### src/rtl/wrand_pkg.sv
package wrand_pkg;
    localparam int LFSR_W   = 32;
    localparam int FRAC_W   = 12;
    localparam int ADDR_W   = 4;
    localparam int STAGE_OFS = 8;
    localparam logic [LFSR_W-1:0] TAP_MASK = 32'h8020_0003;
    localparam logic [LFSR_W-1:0] SEED     = 32'h1ACE_B00C;

    typedef logic [FRAC_W-1:0] frac_t;
    typedef frac_t [ADDR_W-1:0] weight_set_t;

    localparam weight_set_t WEIGHTS = '{12'hFE8, 12'hF27, 12'hCCA, 12'hAA8};

    function automatic logic [LFSR_W-1:0] lfsr_advance(
        input logic [LFSR_W-1:0] s,
        input int unsigned       steps
    );
        logic [LFSR_W-1:0] v;
        v = s;
        for (int unsigned n = 0; n < steps; n++) begin
            v = {v[LFSR_W-2:0], ^(v & TAP_MASK)};
        end
        return v;
    endfunction
endpackage

### src/rtl/wrand_lfsr.sv
module wrand_lfsr
    import wrand_pkg::*;
#(
    parameter int W     = LFSR_W,
    parameter int STEPS = LFSR_W
) (
    input  logic         clk,
    input  logic         rst,
    output logic [W-1:0] state
);
    always_ff @(posedge clk) begin
        if (rst) state <= SEED;
        else     state <= lfsr_advance(state, STEPS);
    end

    p_seed_nonzero_r1: assert property (@(posedge clk) disable iff (rst)
        state != '0);
    p_state_moves_r2: assert property (@(posedge clk) disable iff (rst)
        !$past(rst) |-> state != $past(state));
endmodule

### src/rtl/wrand_mod_cell.sv
module wrand_mod_cell (
    input  logic carry_in,
    input  logic rnd,
    input  logic wbit,
    output logic carry_out,
    output logic pick,
    output logic contrib
);
    always_comb begin
        pick      = carry_in & rnd;
        carry_out = carry_in & ~rnd;
        contrib   = pick & wbit;
    end
endmodule

### src/rtl/wrand_weight_stage.sv
module wrand_weight_stage
    import wrand_pkg::*;
#(
    parameter int    N      = FRAC_W,
    parameter frac_t WEIGHT = '0
) (
    input  logic         clk,
    input  logic         rst,
    input  logic         act,
    input  logic [N-1:0] rnd,
    output logic         bit_q
);
    logic [N:0]   carry;
    logic [N-1:0] picks;
    logic [N-1:0] contribs;

    assign carry[0] = 1'b1;

    for (genvar i = 0; i < N; i++) begin : g_cell
        wrand_mod_cell u_cell (
            .carry_in (carry[i]),
            .rnd      (rnd[i]),
            .wbit     (WEIGHT[N-1-i]),
            .carry_out(carry[i+1]),
            .pick     (picks[i]),
            .contrib  (contribs[i])
        );
    end

    always_ff @(posedge clk) begin
        if (rst || !act) bit_q <= 1'b0;
        else             bit_q <= |contribs;
    end

    p_single_pick_r3: assert property (@(posedge clk) disable iff (rst)
        $onehot0(picks));
    p_exhausted_zero_r3: assert property (@(posedge clk) disable iff (rst)
        (act && carry[N]) |=> !bit_q);
endmodule

### src/rtl/wrand_addr_gen.sv
module wrand_addr_gen
    import wrand_pkg::*;
(
    input  logic              clk,
    input  logic              rst,
    input  logic              oe,
    output logic              rnd_bit,
    output logic [ADDR_W-1:0] addr
);
    logic [LFSR_W-1:0] lfsr_state;

    wrand_lfsr #(.W(LFSR_W), .STEPS(LFSR_W)) u_lfsr (
        .clk  (clk),
        .rst  (rst),
        .state(lfsr_state)
    );

    for (genvar k = 0; k < ADDR_W; k++) begin : g_stage
        logic [FRAC_W-1:0] rsel;
        for (genvar i = 0; i < FRAC_W; i++) begin : g_tap
            assign rsel[i] = lfsr_state[(k*STAGE_OFS + i) % LFSR_W];
        end
        wrand_weight_stage #(.N(FRAC_W), .WEIGHT(WEIGHTS[k])) u_stage (
            .clk  (clk),
            .rst  (rst),
            .act  (oe),
            .rnd  (rsel),
            .bit_q(addr[k])
        );
    end

    always_ff @(posedge clk) begin
        if (rst || !oe) rnd_bit <= 1'b0;
        else            rnd_bit <= lfsr_state[0];
    end

    p_gate_zero_r7: assert property (@(posedge clk) disable iff (rst)
        !oe |=> (addr == '0 && !rnd_bit));
    p_reset_zero_r1: assert property (@(posedge clk)
        rst |=> (addr == '0 && !rnd_bit));
endmodule

### config.mk
export PLATFORM = sky130hd
export DESIGN_NAME = wrand_addr_gen
export DESIGN_NICKNAME = d
export VERILOG_FILES = /design/src/rtl/wrand_pkg.sv /design/src/rtl/wrand_lfsr.sv /design/src/rtl/wrand_mod_cell.sv /design/src/rtl/wrand_weight_stage.sv /design/src/rtl/wrand_addr_gen.sv
export SDC_FILE = /design/constraint.sdc
export NUM_CORES = 1
export LEC_CHECK = 0
export BUFFER_PORTS_ARGS = -buffer_cell sky130_fd_sc_hd__buf_2
export CAP_MARGIN = 5
export CELL_PAD_IN_SITES_DETAIL_PLACEMENT = 0
export CELL_PAD_IN_SITES_GLOBAL_PLACEMENT = 1
export CORE_ASPECT_RATIO = 1.4
export CORE_UTILIZATION = 36
export CTS_CLUSTER_SIZE = 24
export DETAILED_ROUTE_END_ITERATION = 7
export PLACE_DENSITY = 0.64
export SETUP_SLACK_MARGIN = 0.4
export SLEW_MARGIN = 20
export SYNTH_ARGS = -nofsm -noshare
export SYNTH_HDL_FRONTEND = slang
export SYNTH_SLANG_ARGS = --single-unit
### constraint.sdc
create_clock -name clk -period 7.4 [get_ports clk]
set_input_delay 0 -clock clk [delete_from_list [all_inputs] [get_ports clk]]
set_output_delay 0 -clock clk [all_outputs]
set_load 0.01 [all_outputs]
==> qor.csv, run 1 <==
stage;metric;value;unit
flow_run;number_of_maximum_capacitance_constraint_violations;0;
sta;max_freq;330;MHz
die;die-height;97.7;um
grt;track_usage;15.7;%
placed_design;port_buffers;7;
outcome;result_of_the_run;complete, no violations;
setup_path;cp_top_family;XOR/XNOR gates;
die;pin_count;8;
setup_path;timing.setup.critical_path_class;register to register;
synthesis;ys_warn_count;0;
cts;cts-resized-gates;0;
sta;timing.final.crit_period;3030;ps
routing;violation_count_after_the_first_detailed_routing_iteration;30;
synthesis;synthFlopType;sky130_fd_sc_hd__dfxtp_1;
die;initial_core_util;37.7;%
routing;route.vias.total;1273;
sta;worst_slew_margin_rel;60.7;%
grt;first_pass_grt_wire_length;7750;um
cts;numCtsBuffers;5;
cts;clk_pin_slew_worst_paths;70;ps
routing;dr_drc_count;0;
final_layout;num_antenna_cells;0;
routing;detail_route.first_pass.iterations;4;
sta;finalSetupTns;0;ps
synthesis;synth_top_cells_by_count;sky130_fd_sc_hd__xnor2_1 (51), sky130_fd_sc_hd__dfxtp_1 (37), sky130_fd_sc_hd__nor2_1 (23), sky130_fd_sc_hd__xor2_1 (15), sky130_fd_sc_hd__xnor3_1 (14);
cts;tritoncts;built;
sta;slew_worst_pin;586;ps
synthesis;number_of_synthesized_register_bits;37;
synthesis;synthDominantAreaCellType;sky130_fd_sc_hd__dfxtp_1;
grt;grt_max_degree;34;
cts;cts_hold_repair.buffers;0;
sta;setup_viol;0;
placed_design;globalplace.congestion;0.773;
placed_design;detailed_place_hpwl;3800;um
setup_path;critPathRequiredTime;7570;ps
synthesis;mappedNetlistNets;209;
grt;overflow;0;
setup_path;category_of_the_worst_setup_path_capture_point;register;
synthesis;mappedNetlistArea;2350;um^2
sta;post_route_clock_period_utilization;40.9;%
setup_path;worstPathArrival;3190;ps
setup_path;slowest_delay;560;ps
synthesis;synth_cells;205;
setup_path;cp_num_buf_inv;1;
final_layout;layout_overhead_on_the_synthesized_area;7.76;%
synthesis;yosysSeqAreaShare;31.5;%
sta;max_clock_skew;10.5;ps
routing;vias_per_cell;4.53;
grt;grt_antenna_before_repair;0;
setup_path;critical_path.slowest_cell;sky130_fd_sc_hd__xnor3_1;
cts;post-cts-setup-buffer-count;0;
synthesis;synth.top_cells.by_area;sky130_fd_sc_hd__dfxtp_1 (31%), sky130_fd_sc_hd__xnor2_1 (19%), sky130_fd_sc_hd__xnor3_1 (13%), sky130_fd_sc_hd__xor2_1 (5.6%), sky130_fd_sc_hd__xnor2_2 (5.5%);
setup_path;critical_path.cell_chain;inv_1 -> ha_1 -> xnor3_1 -> xnor2_2 -> xnor3_1 -> xor2_1 -> xnor3_1 -> xnor2_1 -> nor2_1;
cts;clock_sinks;37;
synthesis;async_flop_share;0;%
die;die_width;70.4;um
setup_path;cp_common_cell;sky130_fd_sc_hd__xnor3_1;
synthesis;yosysTopAreaCellShare;31.5;%
final_layout;finalNetCount;212;
setup_path;worstSetupStartpointType;register;
final_layout;share_of_post_route_cells_with_drive_strength_above_1;14.8;%
routing;post_drt_wl_per_cell;17.2;um
synthesis;synth.lib_cells_used.distinct;27;
synthesis;synth-edff-count;0;
cts;clk_tree_root_cell;sky130_fd_sc_hd__clkbuf_8;
sta;rsz0062_at_grt;no;
sta;final-hold-violation-count;0;
sta;finalMaxSlewViolations;0;
die;floorplan.rows;34;
min_path;min-delay-path-class;primary input to register;
grt;grt_pass1_vias;1392;
synthesis;synth_area_per_cell;11.5;um^2
setup_path;path_max_fanout;4;
routing;final_antenna_net_count;0;
die;design.die.area;6870;um^2
routing;wirelength;4820;um
cts;worstSkewPairLatency;300;ps
die;core_region_area;6250;um^2
cts;cts_buffer_depth;2;
cts;cts_htree_levels;2;
synthesis;synthMostInstantiatedCell;sky130_fd_sc_hd__xnor2_1;
cell type report:
type	count	area (um^2)
Fill cell	614	3720
Multi-Input combinational cell	153	1540
Sequential cell	37	741
Tap cell	72	90.1
Clock buffer	7	86.3
Timing Repair Buffer	7	35.0
Clock inverter	1	30.0
Inverter	4	15.0
worst paths after layout:
kind	start	endpoint	slack (ps)	cells past startpoint
hold / removal	oe	rnd_bit$_SDFF_PP0_	50	3
setup / recovery	u_lfsr.state[0]$_SDFF_PP0_	u_lfsr.state[0]$_SDFF_PP0_	4370	9
hold reg to reg	u_lfsr.state[0]$_SDFF_PP0_	rnd_bit$_SDFF_PP0_	560	2
setup reg to reg	u_lfsr.state[0]$_SDFF_PP0_	u_lfsr.state[0]$_SDFF_PP0_	4370	9
worst min-delay path, delay by kind of cell:
family | cells | cell delay, ps
buffers and inverters | 1 | 70
AND/OR/NAND/NOR | 2 | 240
sequential cells by signal, summed over array words and instances (netlist names):
signal,flops
rnd_bit,1
u_lfsr.state,32
g_stage.u_stage.bit_q,4
per-layer routing:
metal / global-route usage, % / up-vias / part of all wire [%] / routed length, um
met5: 0 / - / 0 / 0
met4: 7.38 / 0 / 2.7 / 128
met3: 2.90 / 7 / 1.5 / 71
met2: 28.1 / 14 / 54 / 2610
met1: 17.6 / 605 / 42 / 2010
li1: - / 647 / - / -
stage by stage:
stage | cells | hold slack, ps | cell area (um^2) | utilization (%) | setup slack (ps)
6_report | 281 | 54.3 | 2540 | 40.6 | 4370
5_1_grt | 281 | 104 | 2540 | 40.6 | 4170
4_1_cts | 281 | 56.3 | 2540 | 40.6 | 4320
3_5_place_dp | 273 | 365 | 2420 | 38.7 | 4330
3_3_place_gp | 273 | 356 | 2420 | 38.7 | 4290
2_1_floorplan | 205 | 71.6 | 2350 | - | 4790
layout by cell type (no fill, tap or decap):
master / n
sky130_fd_sc_hd__bufinv_16: 1
sky130_fd_sc_hd__inv_1: 4
sky130_fd_sc_hd__xor2_1: 15
sky130_fd_sc_hd__xnor3_2: 1
sky130_fd_sc_hd__xnor2_2: 8
sky130_fd_sc_hd__o31a_1: 1
sky130_fd_sc_hd__or2_2: 4
sky130_fd_sc_hd__nand2b_1: 9
sky130_fd_sc_hd__clkbuf_8: 6
sky130_fd_sc_hd__dfxtp_1: 37
sky130_fd_sc_hd__xor3_2: 1
sky130_fd_sc_hd__nor3_1: 4
sky130_fd_sc_hd__or2_1: 1
sky130_fd_sc_hd__a31oi_1: 1
sky130_fd_sc_hd__clkbuf_1: 1
sky130_fd_sc_hd__xnor2_4: 2
sky130_fd_sc_hd__a21oi_1: 4
sky130_fd_sc_hd__nor4_1: 2
sky130_fd_sc_hd__o21ai_0: 2
sky130_fd_sc_hd__buf_2: 7
sky130_fd_sc_hd__ha_1: 1
sky130_fd_sc_hd__xor2_4: 1
sky130_fd_sc_hd__xnor2_1: 51
sky130_fd_sc_hd__nor2_1: 23
sky130_fd_sc_hd__xnor3_1: 14
sky130_fd_sc_hd__xor3_1: 4
sky130_fd_sc_hd__nor2b_1: 3
sky130_fd_sc_hd__or2b_1: 1
cells by family after synthesis:
| kind of cell | count (synthesis) | share of synthesized area (%) |
|---|---|---|
| buffers and inverters | 15 | 3.13 |
| XOR/XNOR | 97 | 53.1 |
| flip-flops | 37 | 31.5 |
| AND/OR/NAND/NOR | 47 | 9.88 |
| adder cells (fa/ha/maj) | 1 | 0.531 |
| AO/OA/AOI/OAI | 8 | 1.91 |
Power of run 1 is not shown: default switching activity piles up to over one toggle a cycle in this logic, so the estimate is an artifact.
==> run 2: changes to the inputs <==
PLACE_DENSITY = 0.66   (was 0.64)
clock period = 2.46 ns   (was 7.4 ns; I/O delays follow)
==> run 2 against run 1 <==
Effect of this change:
- routed wire length rose by 18%
- count of clock-buffer cells in the layout fell by 1
- cell count rose by 23%
- clock skew fell by 6.5 ps
- via count rose by 22%
==> qor.csv, run 2 (synthesized netlist as in run 1, its figures left out) <==
stage;metric;value;unit
outcome;result_of_the_run;complete, no violations;
routing;final_antenna_net_count;0;
grt;grt_antenna_before_repair;0;
placed_design;placed_cell_area;2840;um^2
routing;wirelength;5690;um
routing;vias_per_cell;4.49;
sta;timing.final.crit_period;2420;ps
die;die-height;97.7;um
setup_path;worstSetupStartpointType;register;
cts;numCtsBuffers;5;
cts;worstSkewPairLatency;300;ps
final_layout;ff_latch_area;763;um^2
flow_run;number_of_maximum_capacitance_constraint_violations;0;
die;design.die.area;6870;um^2
die;die_width;70.4;um
placed_design;port_buffers;7;
final_layout;largest_register_ff_count;32;
sta;finalSetupTns;0;ps
placed_design;detailed_place_hpwl;4310;um
final_layout;most_frequent_standard_cell_in_the_layout_excluding_fill_and_tap_cells;sky130_fd_sc_hd__buf_4;
cts;cts_buffer_depth;2;
sta;max_clock_skew;4.07;ps
sta;rsz0062_at_grt;yes;
sta;max_freq;412;MHz
cts;clk_tree_root_cell;sky130_fd_sc_hd__clkbuf_8;
final_layout;finalNetCount;277;
routing;dr_drc_count;0;
final_layout;most-common-layout-cells;sky130_fd_sc_hd__buf_4 (54), sky130_fd_sc_hd__xnor2_1 (34), sky130_fd_sc_hd__nor2_1 (23), sky130_fd_sc_hd__dfxtp_1 (23), sky130_fd_sc_hd__xnor2_2 (20);
placed_design;globalplace.congestion;0.808;
sta;finalMaxSlewViolations;0;
min_path;min-delay-path-class;primary input to register;
final_layout;num_antenna_cells;0;
grt;track_usage;18.6;%
grt;overflow;0;
routing;detail_route.first_pass.iterations;4;
final_layout;n_fill_cell;537;
cts;cts_htree_levels;2;
setup_path;critPathRequiredTime;2620;ps
sta;worst_slew_margin_rel;60.1;%
cts;clock_sinks;37;
cts;tritoncts;built;
sta;setup_viol;0;
die;floorplan.rows;34;
final_layout;stdcell_area;3340;um^2
grt;grt_pass1_vias;1681;
final_layout;layout_overhead_on_the_synthesized_area;41.8;%
die;core_region_area;6250;um^2
die;pin_count;8;
setup_path;timing.setup.critical_path_class;register to register;
routing;route.vias.total;1554;
cts;clk_pin_slew_worst_paths;70;ps
die;initial_core_util;37.7;%
sta;final-hold-violation-count;0;
grt;first_pass_grt_wire_length;9190;um
sta;post_route_clock_period_utilization;98.6;%
grt;grt_max_degree;34;
cts;cts_hold_repair.buffers;0;
setup_path;category_of_the_worst_setup_path_capture_point;register;
routing;post_drt_wl_per_cell;16.4;um
setup_path;worstPathArrival;2590;ps
routing;violation_count_after_the_first_detailed_routing_iteration;52;
final_layout;biggestRegsByFlops;u_lfsr.state: 32 flops, g_stage.u_stage.bit_q: 4 flops, rnd_bit: 1 flops;
final_layout;largest-register;u_lfsr.state;
setup_path;path_max_fanout;3;
sta;slew_worst_pin;598;ps
final_layout;share_of_post_route_cells_with_drive_strength_above_1;52.9;%
final_layout;multi_input_comb_area;1820;um^2
==> run 2: path summary, 6_finish.rpt <==
check | start | to | cells after the start | slack, ps
setup / recovery | u_lfsr.state[12]$_SDFF_PP1_ | u_lfsr.state[0]$_SDFF_PP0_ | 8 | 40
hold / removal | oe | rnd_bit$_SDFF_PP0_ | 3 | 70
setup reg to reg | u_lfsr.state[12]$_SDFF_PP1_ | u_lfsr.state[0]$_SDFF_PP0_ | 8 | 40
hold reg to reg | u_lfsr.state[0]$_SDFF_PP0_ | rnd_bit$_SDFF_PP0_ | 3 | 600
==> run 2: metrics by stage <==
| step | setup slack, ps | cells | utilization (%) | hold WS, ps |
|---|---|---|---|---|
| final | 35.1 | 346 | 53.4 | 69.0 |
| after global routing | -54.1 | 346 | 53.4 | 73.4 |
| after CTS | -0.658 | 341 | 51.7 | 70.8 |
| after detailed placement | -81.3 | 317 | 45.4 | 374 |
| after global placement | -105 | 317 | 45.4 | 373 |
| after floorplan | 81.0 | 205 | - | 71.6 |
==> run 2: timing repair <==
item	4_1_cts	5_1_grt
endpoints found under the setup margin	20	22
buffers inserted	16	5
gates resized for setup	42	9
pin swaps	13	7
==> run 2: layout make-up <==
type	count	area share [%]
Inverter	4	0.450
Multi-Input combinational cell	153	54.6
Tap cell	72	2.70
Clock buffer	6	2.17
Clock inverter	2	0.300
Sequential cell	37	22.9
Timing Repair Buffer	72	16.9
==> run 2: worst max-delay path: stages (launching register included) <==
cell,delay (ps)
sky130_fd_sc_hd__dfxtp_4,380
sky130_fd_sc_hd__xnor2_4,180
sky130_fd_sc_hd__xnor3_1,320
sky130_fd_sc_hd__xnor3_2,440
sky130_fd_sc_hd__buf_4,170
sky130_fd_sc_hd__xnor3_2,400
sky130_fd_sc_hd__xnor3_1,240
sky130_fd_sc_hd__xnor2_1,110
sky130_fd_sc_hd__nor2_1,50
==> run 2: routing by layer <==
layer  vias up  GRT usage (%)  wire length (um)  share of wire, %
met3        14           2.70               129               2.3
met4         0           8.46               211               3.7
met5         -              0                 0                 0
met2        27           33.8              3170                56
li1        780              -                 -                 -
met1       733           21.1              2180                38
Power of run 2 is left out for the same reason.
==> run 3: changes to the inputs <==
CTS_BUF_LIST = sky130_fd_sc_hd__clkbuf_16   (was not set)
==> run 3 against run 2 <==
Effect of this change:
- flip-flop and latch count stayed put
- critical path depth did not move
- clock skew up 0.93 ps
- routed wire length rose by 1.2%
- fmax shrank 0.47%
- global-route usage down 0.065 points
- register-to-register slack is essentially flat
- cell count unchanged
- critical endpoint is now u_lfsr.state[13]$_SDFF_PP1_
- highest routed layer unchanged
==> qor.csv, run 3 (synthesized netlist as in run 1, its figures left out) <==
stage;metric;value;unit
setup_path;critPathRequiredTime;2630;ps
final_layout;layout_overhead_on_the_synthesized_area;47.9;%
placed_design;port_buffers;7;
setup_path;worstSetupStartpointType;register;
sta;final.setup.worst_slack;23.5;ps
die;pin_count;8;
setup_path;category_of_the_worst_setup_path_capture_point;register;
grt;grt_max_degree;34;
sta;worst_slew_margin_rel;60.0;%
min_path;critical_hold_path_startpoint;oe;
setup_path;critical_path.slowest_cell;sky130_fd_sc_hd__xnor3_2;
final_layout;share_of_post_route_cells_with_drive_strength_above_1;55.5;%
flow_run;number_of_maximum_capacitance_constraint_violations;0;
routing;route.vias.total;1561;
placed_design;detailed_place_hpwl;4310;um
cts;cts_htree_levels;2;
placed_design;globalplace.congestion;0.808;
final_layout;fin_util;55.7;%
final_layout;n_fill_cell;529;
setup_path;ff2ff_setup_slack;20;ps
setup_path;timing.setup.critical_path_class;register to register;
min_path;worst_hold_path.num_cells;3;
cts;cts_hold_repair.buffers;0;
grt;first_pass_grt_wire_length;9170;um
die;floorplan.rows;34;
cts;numCtsBuffers;5;
cts;cts_buffer_depth;2;
sta;max_clock_skew;5.00;ps
die;core_region_area;6250;um^2
sta;finalSetupTns;0;ps
routing;vias_per_cell;4.51;
routing;post_drt_wl_per_cell;16.6;um
setup_path;worstPathArrival;2600;ps
sta;max_freq;410;MHz
final_layout;biggestRegsByFlops;u_lfsr.state: 32 flops, g_stage.u_stage.bit_q: 4 flops, rnd_bit: 1 flops;
cts;worstSkewPairLatency;280;ps
grt;grt_antenna_before_repair;0;
grt;grt_pass1_vias;1702;
sta;setup_viol;0;
die;design.die.area;6870;um^2
routing;dr_drc_count;0;
outcome;result_of_the_run;complete, no violations;
setup_path;path_max_fanout;3;
cts;tritoncts;built;
die;initial_core_util;37.7;%
setup_path;cp_num_buf_inv;3;
min_path;worstHoldEndpoint;rnd_bit$_SDFF_PP0_;
sta;post_route_clock_period_utilization;99.0;%
sta;timing.final.crit_period;2440;ps
setup_path;critical_path.cell_chain;xnor2_4 -> xnor3_1 -> xnor3_2 -> xnor3_2 -> buf_4 -> buf_6 -> buf_6 -> or2_4;
grt;track_usage;18.6;%
setup_path;slowest_delay;450;ps
setup_path;timing.reg2reg.worst_path_depth;8;
final_layout;most-common-layout-cells;sky130_fd_sc_hd__buf_4 (50), sky130_fd_sc_hd__xnor2_1 (27), sky130_fd_sc_hd__xnor2_2 (25), sky130_fd_sc_hd__nor2_1 (23), sky130_fd_sc_hd__dfxtp_1 (22);
setup_path;timing.rr.end;u_lfsr.state[13]$_SDFF_PP1_;
sta;finalMaxSlewViolations;0;
placed_design;dpl_worst_slack;-81.3;ps
final_layout;largest_register_ff_count;32;
final_layout;largest-register;u_lfsr.state;
cts;clk_tree_root_cell;sky130_fd_sc_hd__clkbuf_16;
setup_path;critical_path.reg2reg.startpoint;u_lfsr.state[12]$_SDFF_PP1_;
final_layout;most_frequent_standard_cell_in_the_layout_excluding_fill_and_tap_cells;sky130_fd_sc_hd__buf_4;
routing;violation_count_after_the_first_detailed_routing_iteration;52;
setup_path;cp_top_family;XOR/XNOR gates;
cts;clk_pin_slew_worst_paths;50;ps
die;die-height;97.7;um
placed_design;dp.cells;317;
routing;detail_route.first_pass.iterations;4;
die;die_width;70.4;um
min_path;min-delay-path-class;primary input to register;
routing;final_antenna_net_count;0;
cts;clock_sinks;37;
sta;final-hold-violation-count;0;
routing;wirelength;5750;um
final_layout;post_route_insts_no_fill;346;
sta;slew_worst_pin;600;ps
final_layout;finalNetCount;277;
grt;overflow;0;
final_layout;num_antenna_cells;0;
sta;rsz0062_at_grt;yes;
## run 3: cell types whose count changed in the layout (fill, tap and decap cells not counted), moves of 2 or more
| cell | before | now |
|---|---|---|
| sky130_fd_sc_hd__xnor2_4 | 7 | 9 |
| sky130_fd_sc_hd__buf_6 | 11 | 15 |
| sky130_fd_sc_hd__clkbuf_8 | 5 | 0 |
| sky130_fd_sc_hd__clkbuf_16 | 0 | 5 |
| sky130_fd_sc_hd__xnor2_2 | 20 | 25 |
| sky130_fd_sc_hd__xnor2_1 | 34 | 27 |
| sky130_fd_sc_hd__buf_4 | 54 | 50 |
## run 3: per-stage QoR
stage | hold slack [ps] | instance area, um^2
floorplan | 71.6 | 2440
global placement | 373 | 2840
detailed placement | 374 | 2840
CTS | 91.1 | 3310
global route | 94.8 | 3480
finish | 93.4 | 3480
## run 3: metal layers
layer | global-route usage, % | vias to the layer above | routed length [um]
met5 | 0 | - | 0
met4 | 7.08 | 0 | 214
met3 | 3.32 | 15 | 102
met2 | 34.7 | 26 | 3230
met1 | 20.3 | 743 | 2210
li1 | - | 777 | -
## run 3: layout make-up
cell class | count | area, um^2 | share of cell area (%)
multi-input cells | 153 | 1890 | 54.3
flip-flops and latches | 37 | 767 | 22.0
repair buffers | 72 | 579 | 16.6
clock buffers | 5 | 125 | 3.59
well taps | 72 | 90.1 | 2.59
inverters | 4 | 15.0 | 0.431
clock inverters | 3 | 13.8 | 0.395
## run 3: tightest hold or removal path, cell delays in order
cell and delay [ps]:
sky130_fd_sc_hd__buf_2 80, sky130_fd_sc_hd__nand2b_1 140, sky130_fd_sc_hd__nor2_1 110
## run 3: how the worst max path moves through the flow
stage / to / cells after the start / from
floorplan: u_lfsr.state[9]$_SDFF_PP0_ / 9 / u_lfsr.state[0]$_SDFF_PP0_
global placement: u_lfsr.state[0]$_SDFF_PP0_ / 7 / u_lfsr.state[5]$_SDFF_PP0_
detailed placement: u_lfsr.state[0]$_SDFF_PP0_ / 7 / u_lfsr.state[5]$_SDFF_PP0_
CTS: u_lfsr.state[9]$_SDFF_PP0_ / 8 / u_lfsr.state[16]$_SDFF_PP0_
global route: u_lfsr.state[9]$_SDFF_PP0_ / 7 / u_lfsr.state[12]$_SDFF_PP1_
finish: u_lfsr.state[13]$_SDFF_PP1_ / 8 / u_lfsr.state[12]$_SDFF_PP1_
## run 3: repair_timing
| action | in CTS | in global routing |
|---|---|---|
| endpoints found under the setup margin | 20 | 22 |
| pin swaps | 15 | 8 |
| resized for setup | 45 | 20 |
| buffers inserted | 15 | 6 |
Power of run 3 is left out for the same reason.
